$ cat src/rtl/wkr_pkg.sv
package wkr_pkg;
  localparam int NUM_TURF  = 3;
  localparam int NUM_THR   = 2;
  localparam int NUM_WKR   = NUM_TURF + NUM_THR;
  localparam int RIDX_W    = 3;
  localparam int STACK_IDX = NUM_TURF;
  localparam logic [RIDX_W-1:0] REG_NONE = '1;

  typedef enum logic [1:0] {
    KIND_RD = 2'd0,
    KIND_WR = 2'd1,
    KIND_EX = 2'd2
  } wkr_kind_e;

  typedef enum logic [1:0] {
    RES_NONE   = 2'd0,
    RES_PERMIT = 2'd1,
    RES_FAULT  = 2'd2,
    RES_FALL   = 2'd3
  } wkr_res_e;

  // rights as {exec, write, read}
  function automatic logic [2:0] wkr_rights(input int idx);
    case (idx)
      0:       return 3'b100;
      2:       return 3'b001;
      default: return 3'b011;
    endcase
  endfunction
endpackage

$ cat src/rtl/wkr_resolve.sv
module wkr_resolve
  import wkr_pkg::*;
(
  input  logic [NUM_WKR-1:0] hit,
  input  logic [NUM_WKR-1:0] live,
  input  logic [1:0]         kind,
  output logic [1:0]         code,
  output logic [RIDX_W-1:0]  region
);
  logic [NUM_WKR-1:0] allow;

  for (genvar g = 0; g < NUM_WKR; g++) begin : g_allow
    localparam logic [2:0] RIGHTS = wkr_rights(g);
    logic kind_ok;
    always_comb begin
      case (kind)
        KIND_RD: kind_ok = RIGHTS[0];
        KIND_WR: kind_ok = RIGHTS[1];
        KIND_EX: kind_ok = RIGHTS[2];
        default: kind_ok = 1'b0;
      endcase
      allow[g] = live[g] && kind_ok;
    end
  end

  // scan from the top so the lowest matching index wins
  always_comb begin
    code   = RES_FALL;
    region = REG_NONE;
    for (int i = NUM_WKR - 1; i >= 0; i--) begin
      if (hit[i]) begin
        code   = allow[i] ? RES_PERMIT : RES_FAULT;
        region = RIDX_W'(i);
      end
    end
  end
endmodule

$ cat config.mk
export PLATFORM = sky130hd
export DESIGN_NAME = wkr_resolve
export DESIGN_NICKNAME = d
export VERILOG_FILES = /design/src/rtl/wkr_pkg.sv /design/src/rtl/wkr_resolve.sv
export SDC_FILE = /design/constraint.sdc
export NUM_CORES = 1
export LEC_CHECK = 0
export ABC_AREA = 1
export BUFFER_PORTS_ARGS = -buffer_cell sky130_fd_sc_hd__buf_2
export CORE_AREA = 4 4 41 43
export DETAILED_ROUTE_END_ITERATION = 12
export DIE_AREA = 0 0 45 47
export SYNTH_ARGS = -nofsm -noshare
export SYNTH_HDL_FRONTEND = slang
export SYNTH_SLANG_ARGS = --single-unit
export TNS_END_PERCENT = 100
$ cat constraint.sdc
create_clock -name vclk -period 0.8
set_input_delay 0.08 -clock vclk [all_inputs]
set_output_delay 0.08 -clock vclk [all_outputs]
set_load 0.03 [all_outputs]
### Word-level counts from Yosys, hierarchy flattened

Index checks and enable logic that the tools add are counted.
Widths: inputs -> output; s select.

| storage, ports and cells | value |
|---|---|
| output and inout port bits | 5 |
| register bits after elaboration | 0 |
| word-level logic and storage cells | 27 |

| cells by class | value |
|---|---|
| multiplexer cells | 18 |
| reductions and logical operators | 7 |
| equal/unequal tests | 2 |

Operator list:

| kind | number |
|---|---|
| $mux 2 | 11 |
| $mux 3 | 4 |
| $logic_and 1x1->1 | 5 |
| $mux 1 | 3 |
| $eq 2x1->1 const B | 1 |
| $eq 2x2->1 const B | 1 |
| $logic_not 2->1 | 1 |
| $reduce_or 2->1 | 1 |

### Longest topological paths before layout

Gate-level depths: netlist of the first run.

| logic depth | value |
|---|---|
| word-level depth | 10 |
| mapped depth | 7 |

### Least setup slack after synthesis of the first run

No wires, ideal clock.

| timing | value |
|---|---|
| path kind | input to output |
| from | input port hit[0] |
| to | output port region[2] |
| required time | 0.720 ns |
| stages | 3 |
| buffers on the path | 0 |
| data arrival time | 0.947 ns |
| slack | -0.227 ns |
| path through | nor2_1 inv_1 nor3_1 |

| on the way | value |
|---|---|
| cells in the longest elaborated chain, start to end | 1 |

RTL lines:

| element | RTL line | RTL |
|---|---|---|
| start, declared | wkr_resolve.sv:4 | `input logic [NUM_WKR-1:0] hit,` |
| $mux 3 | wkr_resolve.sv:31 | `if (hit[i]) begin` |
| end, declared | wkr_resolve.sv:8 | `output logic [RIDX_W-1:0] region` |

Every way passes these cells.

### Worst setup path in the final report of the first run

| timing | value |
|---|---|
| from | input port kind[1] |
| to | output port code[0] |

| on the way | value |
|---|---|
| cells in the longest elaborated chain, start to end | 10 |
| elaborated cells on any way between the ends | 22 |
| those cells by class | 2 x eq/ne; 13 x mux; 7 x reduce/logical |

RTL lines:

| element | RTL line | RTL |
|---|---|---|
| start, declared | wkr_resolve.sv:6 | `input logic [1:0] kind,` |
| $eq 2x1->1 or $logic_not 2->1 (tied branches) | wkr_resolve.sv:16 | `case (kind)` |
| $reduce_or 2->1 (no line) | n/a |  |
| $mux 1 | wkr_resolve.sv:16 |  |
| $logic_and 1x1->1 | wkr_resolve.sv:22 | `allow[g] = live[g] && kind_ok;` |
| $mux 2 | wkr_resolve.sv:32 | `code = allow[i] ? RES_PERMIT : RES_FAULT;` |
| $mux 2 (4 in a row) | wkr_resolve.sv:31 |  |
| $mux 2 * | wkr_resolve.sv:31 |  |
| end, declared | wkr_resolve.sv:7 | `output logic [1:0] code,` |

Every way passes the cells marked *; elsewhere a longest branch is shown, timed or not.

==> impl_metrics.csv, run 1 <==
group,metric,value,unit
grt,grt_max_degree,6,
timing,timing.final.max_slew_violations,0,
critical_path,critPathMaxStageDelay,0.14,ns
final_layout,post_layout_nonfiller_instances,71,
detailed_routing,drt_drc_violations_left,0,
timing,part_of_the_cycle_the_worst_path_needs,0.9950,
clock_network,cts_hold_repair.buffers,0,
final_layout,final.fill_count,157,
yosys,synth_largest_area_cell,"sky130_fd_sc_hd__nand3_1",
hold_path,timing.hold.worst.class,"primary input to primary output",
placed_design,detailedPlacementHpwl,516.8,um
power,cell_internal_pwr,0.0001209,W
yosys,postSynthCellCount,35,
run,cap_viol_max_count,0,
final_layout,sequential_cell_total,0,
placed_design,place.port_buffers,17,
timing,rsz_0062_raised_after_global_routing,"yes",
critical_path,worst-setup-path-type,"primary input to primary output",
timing,whs,0.5058,ns
timing,postLayoutSetupSlackWorst,0.004032,ns
power,total_leakage_power,0.2102,nW
power,worst_ir_drop_vdd,0.1722,mV
timing,setup-violations-final,0,
detailed_routing,drt-met1-wl,259,um
placed_design,gp_congestion,0.6552,
final_layout,insertedDiodeCount,0,
hold_path,holdPathEnd,"region[1]",
critical_path,cpMaxStageDelayCell,"sky130_fd_sc_hd__buf_6",
clock_network,postCtsSetupRepairBufs,0,
yosys,synthTopCellsByArea,"sky130_fd_sc_hd__nand3_1, sky130_fd_sc_hd__nand2_1, sky130_fd_sc_hd__nor2_1, sky130_fd_sc_hd__inv_1, sky130_fd_sc_hd__a21oi_1",
floorplan,io_pins,17,
yosys,synth_warnings,0,
timing,final-hold-violation-count,0,
detailed_routing,wl_met3,77,um
yosys,synth_top_cell_area_share,0.2314,
floorplan,fp.coreArea,0.001301,mm2
power,power.share.sequential,0,
detailed_routing,routed.top_layer,"met3",
final_layout,drive_gt1_frac,0.6607,
critical_path,critical_path.most_common_cell,"sky130_fd_sc_hd__nand3_2",
detailed_routing,ratio_of_routed_vias_to_standard_cells,4.000,
detailed_routing,met2WireLength,317,um
hold_path,timing.hold.worst.start,"hit[1]",
detailed_routing,drt_pass1_iterations,1,
final_layout,final_nets,70,
placed_design,dp.cells,71,
detailed_routing,route.antenna.remaining_nets,0,
timing,worst-slew-pin-transition,0.1450,ns
critical_path,worst-path-max-fanout,5,
detailed_routing,drt_iter0_markers,0,
grt,number_of_global_route_vias_before_repair,259,
yosys,post_synth.cell_area_avg,4.326,um2
timing,slew_headroom,0.9033,
yosys,synth_fp_nets,47,
yosys,yosysSeqAreaShare,0,
power,power.share.switching,0.5115,
detailed_routing,vias,284,
yosys,netlist-cell-type-count,9,
grt,antenna_found_initial,0,
grt,grt_first_pass_wirelength,924,um
floorplan,initial_core_utilization,0.1163,
hold_path,min_delay_path_depth,5,
floorplan,die-area,0.002115,mm2
yosys,mappedNetlistArea,151.4,um2
critical_path,timing.critical_path.from_type,"primary input",
critical_path,cp.required,0.72,ns
grt,overflow,0,
status,result_of_the_run,"completed",
final_layout,flow.area_growth_from_synthesis,174.4,%
final_layout,clockBufferCount,0,
floorplan,chipWidth,45,um
critical_path,cp_cell_sequence,"buf_8 -> inv_8 -> nand2_1 -> nand3_2 -> nand3_2 -> a21oi_2 -> buf_6",
detailed_routing,drt_wirelength,653,um
power,power_density,596.0,mW/mm2
critical_path,worst_setup_path_end_kind,"primary output",
critical_path,worst-endpoint-arrival,0.72,ns
final_layout,final_area,415.4,um2
placed_design,placed_area,294.0,um2
power,power.clock.fraction,0,
power,switchingPower,0.0001266,W
yosys,synth.cells.most_frequent,"sky130_fd_sc_hd__nand2_1, sky130_fd_sc_hd__nand3_1, sky130_fd_sc_hd__nor2_1",
grt,grt_util_all_layers,0.05429,
yosys,synthMostInstantiatedCell,"sky130_fd_sc_hd__nand2_1",
floorplan,floorplan_die_height,47,um
timing,final.min_clock_period,0.7960,ns
placed_design,pre_cts_slack,-0.1021,ns
detailed_routing,routedWlPerCell,9.197,um
final_layout,final-seq-area,0,um2
floorplan,core.rowCount,13,
power,pwr-share-comb,1.000,
timing,achievable-frequency,1256,MHz
[power groups by stage]
stage | combinational [W] | clock (W) | sequential, W
finish | 0.000248 | 0 | 0
detailed placement | 0.000173 | 0 | 0
global placement | 0.000172 | 0 | 0
floorplan | 0.0000916 | 0 | 0
global route | 0.000264 | 0 | 0
CTS | 0.000214 | 0 | 0
[worst max path at each step]
stage          startpoint   endpoint  slack, ns  depth (start not counted)
5_1_grt            hit[3]    code[1]      -0.04                          8
6_report          kind[1]    code[0]      0.004                          7
4_1_cts           kind[1]    code[0]      -0.03                          7
3_3_place_gp       hit[0]  region[2]      -0.10                          5
2_1_floorplan     kind[1]    code[0]      -0.10                          5
3_5_place_dp      kind[1]    code[0]      -0.10                          7
[placed cells by master (no fill, tap or decap)]
cell type                 synthesis  final
sky130_fd_sc_hd__a21oi_2          0      2
sky130_fd_sc_hd__buf_12           0      1
sky130_fd_sc_hd__buf_2            0      6
sky130_fd_sc_hd__buf_4            0      7
sky130_fd_sc_hd__buf_6            0      6
sky130_fd_sc_hd__buf_8            0      1
sky130_fd_sc_hd__inv_1            6      3
sky130_fd_sc_hd__inv_2            1      3
sky130_fd_sc_hd__inv_8            0      1
sky130_fd_sc_hd__nand2_1          9      8
sky130_fd_sc_hd__nand2_2          1      2
sky130_fd_sc_hd__nand3_1          7      4
sky130_fd_sc_hd__nand3_2          0      3
sky130_fd_sc_hd__nor2_1           7      4
sky130_fd_sc_hd__nor2_4           0      3
sky130_fd_sc_hd__nor3_2           0      1
sky130_fd_sc_hd__o21ai_2          1      1
[critical path: cells and delay by family]
family	cells	cell delay (ns)
buffers and inverters	3	0.30
and+or+nand+nor	3	0.20
AOI/OAI and AO/OA	1	0.13
[final cells by class]
cell class,count,area [um2],share of cell area
well taps,15,18.77,0.04518
inverters,7,33.78,0.08133
repair buffers,21,185.2,0.4458
multi-input cells,28,177.7,0.4277
[through the flow]
step	utilization	setup TNS, ns	total power [W]
floorplan	-	-0.1050	0.00009164
global placement	0.2260	-0.3443	0.0001720
detailed placement	0.2260	-0.3302	0.0001725
CTS	0.2769	-0.03280	0.0002140
global route	0.3192	-0.06919	0.0002639
finish	0.3192	0	0.0002476
[timing repair]
item	in CTS	in global routing
endpoints found under the setup margin	4	5
gates resized for setup	20	18
pin swaps	5	6
[cells by family after synthesis]
| family | Yosys count | share of synthesized area |
|---|---|---|
| AO/OA/AOI/OAI | 3 | 0.1240 |
| buffers and inverters | 7 | 0.1735 |
| AND/OR/NAND/NOR | 25 | 0.7025 |
[layer usage]
metal  up-vias  GRT usage
met2        12     0.1045
met3         0    0.01149
met5         -          0
li1        151          -
met1       121    0.06517
met4         0          0
Power figures use the tool's default switching activity.
==> run 2, diff against run 1 <==
SETUP_SLACK_MARGIN = 0.15   (was not set)
==> run 2 against run 1 <==
The flow now finishes with violations (negative setup slack); die area is the same; via count grew 4.2%; count of clock-buffer cells in the layout is the same; first-iteration DRC count grew 1; utilization grew 8.3 points; design area grew 26%; critical path depth grew 1; global-route usage grew 1.7 points; non-clock buffer count grew 2; sequential share of layout area is the same; worst hold slack lost 0.073 ns; critical path type unchanged; largest cell class unchanged.
==> impl_metrics.csv, run 2 (synthesis gave the netlist of run 1 again) <==
group,metric,value,unit
status,result_of_the_run,"complete, but fails checks",
status,failing_checks,"negative setup slack",
detailed_routing,routedWlPerCell,9.575,um
power,power_density,588.1,mW/mm2
timing,postLayoutSetupSlackWorst,-0.05522,ns
grt,antenna_found_initial,0,
critical_path,cp.required,0.72,ns
grt,overflow,0,
floorplan,io_pins,17,
detailed_routing,drt_iter0_markers,1,
timing,slew_headroom,0.9084,
detailed_routing,drt_pass1_iterations,2,
floorplan,floorplan_die_height,47,um
final_layout,final_area,523.0,um2
final_layout,drive_gt1_frac,0.7586,
critical_path,worst-setup-path-type,"primary input to primary output",
timing,final-hold-violation-count,0,
floorplan,initial_core_utilization,0.1163,
placed_design,detailedPlacementHpwl,563.6,um
detailed_routing,ratio_of_routed_vias_to_standard_cells,4.055,
placed_design,gp_congestion,0.6852,
grt,grt_util_all_layers,0.07165,
timing,whs,0.4331,ns
floorplan,die-area,0.002115,mm2
timing,final.min_clock_period,0.8552,ns
power,total_leakage_power,0.2493,nW
critical_path,cpMaxStageDelayCell,"sky130_fd_sc_hd__buf_4",
placed_design,placed_area,364.1,um2
hold_path,timing.hold.worst.class,"primary input to primary output",
critical_path,critPathMaxStageDelay,0.14,ns
critical_path,worst-endpoint-arrival,0.78,ns
detailed_routing,drt_wirelength,699,um
grt,grt_max_degree,6,
final_layout,sequential_cell_total,0,
grt,number_of_global_route_vias_before_repair,296,
detailed_routing,vias,296,
power,worst_ir_drop_vdd,0.2403,mV
timing,setup-violations-final,2,
final_layout,most-common-layout-cells,"sky130_fd_sc_hd__buf_6, sky130_fd_sc_hd__buf_4, sky130_fd_sc_hd__nand2_1",
placed_design,place.port_buffers,17,
timing,worst-slew-pin-transition,0.1370,ns
detailed_routing,route.antenna.remaining_nets,0,
run,cap_viol_max_count,0,
final_layout,clockBufferCount,0,
final_layout,flow.area_growth_from_synthesis,245.5,%
floorplan,chipWidth,45,um
timing,rsz_0062_raised_after_global_routing,"yes",
critical_path,cp_cell_sequence,"buf_8 -> inv_12 -> nand3_2 -> nand2_1 -> o21ai_2 -> buf_4 -> a21oi_4 -> buf_6",
final_layout,final_common_cell,"sky130_fd_sc_hd__buf_6",
final_layout,final_nets,72,
final_layout,insertedDiodeCount,0,
timing,timing.final.max_slew_violations,0,
detailed_routing,drt_drc_violations_left,0,
critical_path,worst_setup_path_end_kind,"primary output",
timing,part_of_the_cycle_the_worst_path_needs,1.069,
final_layout,final-seq-area,0,um2
floorplan,fp.coreArea,0.001301,mm2
final_layout,final.fill_count,142,
grt,grt_first_pass_wirelength,1214,um
final_layout,multi_input_comb_area,219.0,um2
critical_path,worst-path-max-fanout,2,
timing,achievable-frequency,1169,MHz
critical_path,timing.critical_path.from_type,"primary input",
floorplan,core.rowCount,13,
run 2: changes by cell type in the layout (fill, tap and decap cells not counted), moves of 2 or more:
cell and change:
sky130_fd_sc_hd__a21oi_2 -2, sky130_fd_sc_hd__inv_2 -2, sky130_fd_sc_hd__nand2_2 +2, sky130_fd_sc_hd__buf_6 +3, sky130_fd_sc_hd__buf_2 -2, sky130_fd_sc_hd__nand2_1 -3, sky130_fd_sc_hd__a21oi_4 +2, sky130_fd_sc_hd__buf_8 +2
run 2: metal layers:
layer,vias to the layer above,track usage,part of all wire
met3,0,0.01533,0.14
met1,126,0.09459,0.39
met4,0,0,0
met2,13,0.1271,0.47
li1,157,-,-
met5,-,0,0
run 2: stage by stage:
step	power, W	setup TNS [ns]	worst slack, ns	utilization	std cells
floorplan	0.0001225	0	0.08945	-	35
global placement	0.0002169	-0.4809	-0.1787	0.2798	71
detailed placement	0.0002177	-0.4993	-0.1697	0.2798	71
CTS	0.0002917	-0.06525	-0.06287	0.3712	73
global route	0.0003325	-0.2121	-0.1085	0.4019	73
finish	0.0003076	-0.05757	-0.05522	0.4019	73
run 2: worst max-delay path, delay by kind of cell:
kind / cells / cell delay [ns]
compound gates: 2 / 0.16
buf+inv: 4 / 0.43
simple gates: 2 / 0.10
run 2: what timing repair did:
action,4_1_cts,5_1_grt
hold buffers,0,0
pin swaps,6,8
gates resized for setup,32,9
endpoints found under the setup margin,5,5
buffers inserted,2,0
run 2: report_power, final:
group	total, W	switching (W)	internal, W
registers	0	0	0
clock network	0	0	0
logic	0.000308	0.000151	0.000156
run 2: final timing paths:
| path | slack, ns | depth (start not counted) | end | start |
|---|---|---|---|---|
| worst max-delay path | -0.06 | 8 | code[0] | kind[0] |
| worst min-delay path | 0.43 | 3 | region[2] | hit[2] |
run 2: layout make-up:
class / instances / area share
timing repair buffer: 23 / 0.4426
multi-input combinational: 28 / 0.4187
inverter: 7 / 0.1029
tap: 15 / 0.03589
==> run 3, diff against run 2 <==
GPL_TIMING_DRIVEN = 0   (was not set)
clock period = 1 ns   (was 0.8 ns; I/O delays follow)
==> run 3 against run 2 <==
The flow now finishes without violations; count of clock-buffer cells in the layout unchanged; utilization is 12 points lower; combinational power fell by 42%; worst hold slack improved by 0.051 ns; total power fell by 42%; sequential cell count unchanged; non-clock buffer count shrank 5; wire length down 5.3%; die area unchanged; global-route usage fell by 1.4 points; critical path type unchanged.
==> impl_metrics.csv, run 3 (synthesis gave the netlist of run 1 again) <==
group,metric,value,unit
status,result_of_the_run,"completed",
detailed_routing,drt_pass1_iterations,2,
placed_design,pre_cts_slack,0.02154,ns
timing,worst-slew-pin-transition,0.1470,ns
timing,part_of_the_cycle_the_worst_path_needs,0.8695,
detailed_routing,vias,280,
critical_path,worst-endpoint-arrival,0.77,ns
grt,grt_util_all_layers,0.05744,
final_layout,clockBufferCount,0,
final_layout,sequential_cell_total,0,
hold_path,timing.hold.worst.class,"primary input to primary output",
critical_path,timing.critical_path.from_type,"primary input",
placed_design,place.port_buffers,17,
placed_design,gp_congestion,0.6967,
timing,tns,0,ns
timing,postLayoutSetupSlackWorst,0.1305,ns
detailed_routing,routed.top_layer,"met3",
detailed_routing,drt-met1-wl,238,um
hold_path,min_delay_path_depth,3,
critical_path,worst-path-max-fanout,5,
detailed_routing,wl_met3,78,um
floorplan,initial_core_utilization,0.1163,
detailed_routing,drt_drc_violations_left,0,
final_layout,most-common-layout-cells,"sky130_fd_sc_hd__buf_2, sky130_fd_sc_hd__nand2_1, sky130_fd_sc_hd__buf_4",
final_layout,insertedDiodeCount,0,
detailed_routing,routedWlPerCell,9.735,um
final_layout,final_common_cell,"sky130_fd_sc_hd__buf_2",
timing,slew_headroom,0.9020,
final_layout,flow.area_growth_from_synthesis,142.1,%
final_layout,final-seq-area,0,um2
timing,timing.final.max_slew_violations,0,
final_layout,final_nets,67,
critical_path,critPathMaxStageDelay,0.14,ns
final_layout,final.fill_count,162,
critical_path,worst_setup_path_end_kind,"primary output",
critical_path,worst-setup-path-type,"primary input to primary output",
critical_path,cp_cell_sequence,"buf_8 -> inv_8 -> nand2_1 -> nand3_1 -> nand3_2 -> a21oi_2 -> buf_6",
floorplan,core.rowCount,13,
final_layout,post_layout_nonfiller_instances,68,
critical_path,cpMaxStageDelayCell,"sky130_fd_sc_hd__a21oi_2",
critical_path,crit_buf_inv,3,
floorplan,die-area,0.002115,mm2
grt,antenna_found_initial,0,
timing,final-hold-violation-count,0,
critical_path,cpLargestDelayFamily,"buffers and inverters",
timing,final.min_clock_period,0.8695,ns
grt,grt_max_degree,6,
placed_design,detailedPlacementHpwl,492.3,um
placed_design,dp.cells,67,
detailed_routing,drt_wirelength,662,um
grt,number_of_global_route_vias_before_repair,268,
floorplan,io_pins,17,
timing,rsz_0062_raised_after_global_routing,"yes",
detailed_routing,route.antenna.remaining_nets,0,
grt,overflow,0,
detailed_routing,drt_iter0_markers,2,
detailed_routing,met2WireLength,346,um
grt,grt_first_pass_wirelength,966,um
floorplan,floorplan_die_height,47,um
detailed_routing,ratio_of_routed_vias_to_standard_cells,4.118,
power,worst_ir_drop_vdd,0.08943,mV
floorplan,fp.coreArea,0.001301,mm2
timing,achievable-frequency,1150,MHz
timing,setup-violations-final,0,
critical_path,worstSetupPathDepth,7,
power,power_density,490.1,mW/mm2
floorplan,chipWidth,45,um
run,cap_viol_max_count,0,
final_layout,drive_gt1_frac,0.6415,
critical_path,cp.required,0.90,ns
power,total_leakage_power,0.1901,nW
[run 3: tightest hold or removal path: cells and delay by family]
family	cells	cell delay, ns
buffers and inverters	2	0.24
AOI/OAI and AO/OA	1	0.05
[run 3: area by class of cell]
class	count	area, um2	area share
inverter	7	33.78	0.09215
tap	15	18.77	0.05119
timing repair buffer	18	133.9	0.3652
multi-input combinational	28	180.2	0.4915
[run 3: timing repair]
item                                    in CTS  in global routing
resized for setup                           19                 14
setup buffers                                0                  1
endpoints found under the setup margin       4                  5
hold buffers                                 0                  0
pin swaps                                    3                  5
[run 3: power breakdown]
group          switching (W)  total [W]  internal [W]  leakage (nW)
Clock                      0          0             0             0
Combinational       0.000101   0.000180     0.0000788         0.190
Sequential                 0          0             0             0
Total               0.000101   0.000180     0.0000788         0.190
[run 3: final timing paths]
path	startpoint	to	slack (ns)
max	kind[1]	code[0]	0.13
min	hit[4]	region[1]	0.48
[run 3: metal layers]
metal | up-vias | global-route usage
met5 | - | 0
met4 | 0 | 0
met3 | 0 | 0.01149
met2 | 12 | 0.1215
met1 | 122 | 0.06067
li1 | 146 | -
[run 3: stage by stage]
stage | util | area [um2] | power, W | hold WS [ns]
2_1_floorplan | - | 160.2 | 0.00007331 | 0.2678
3_3_place_gp | 0.2029 | 264.0 | 0.0001253 | 0.5290
3_5_place_dp | 0.2029 | 264.0 | 0.0001265 | 0.5320
4_1_cts | 0.2471 | 321.6 | 0.0001556 | 0.4839
5_1_grt | 0.2817 | 366.6 | 0.0001944 | 0.4996
6_report | 0.2817 | 366.6 | 0.0001797 | 0.4837
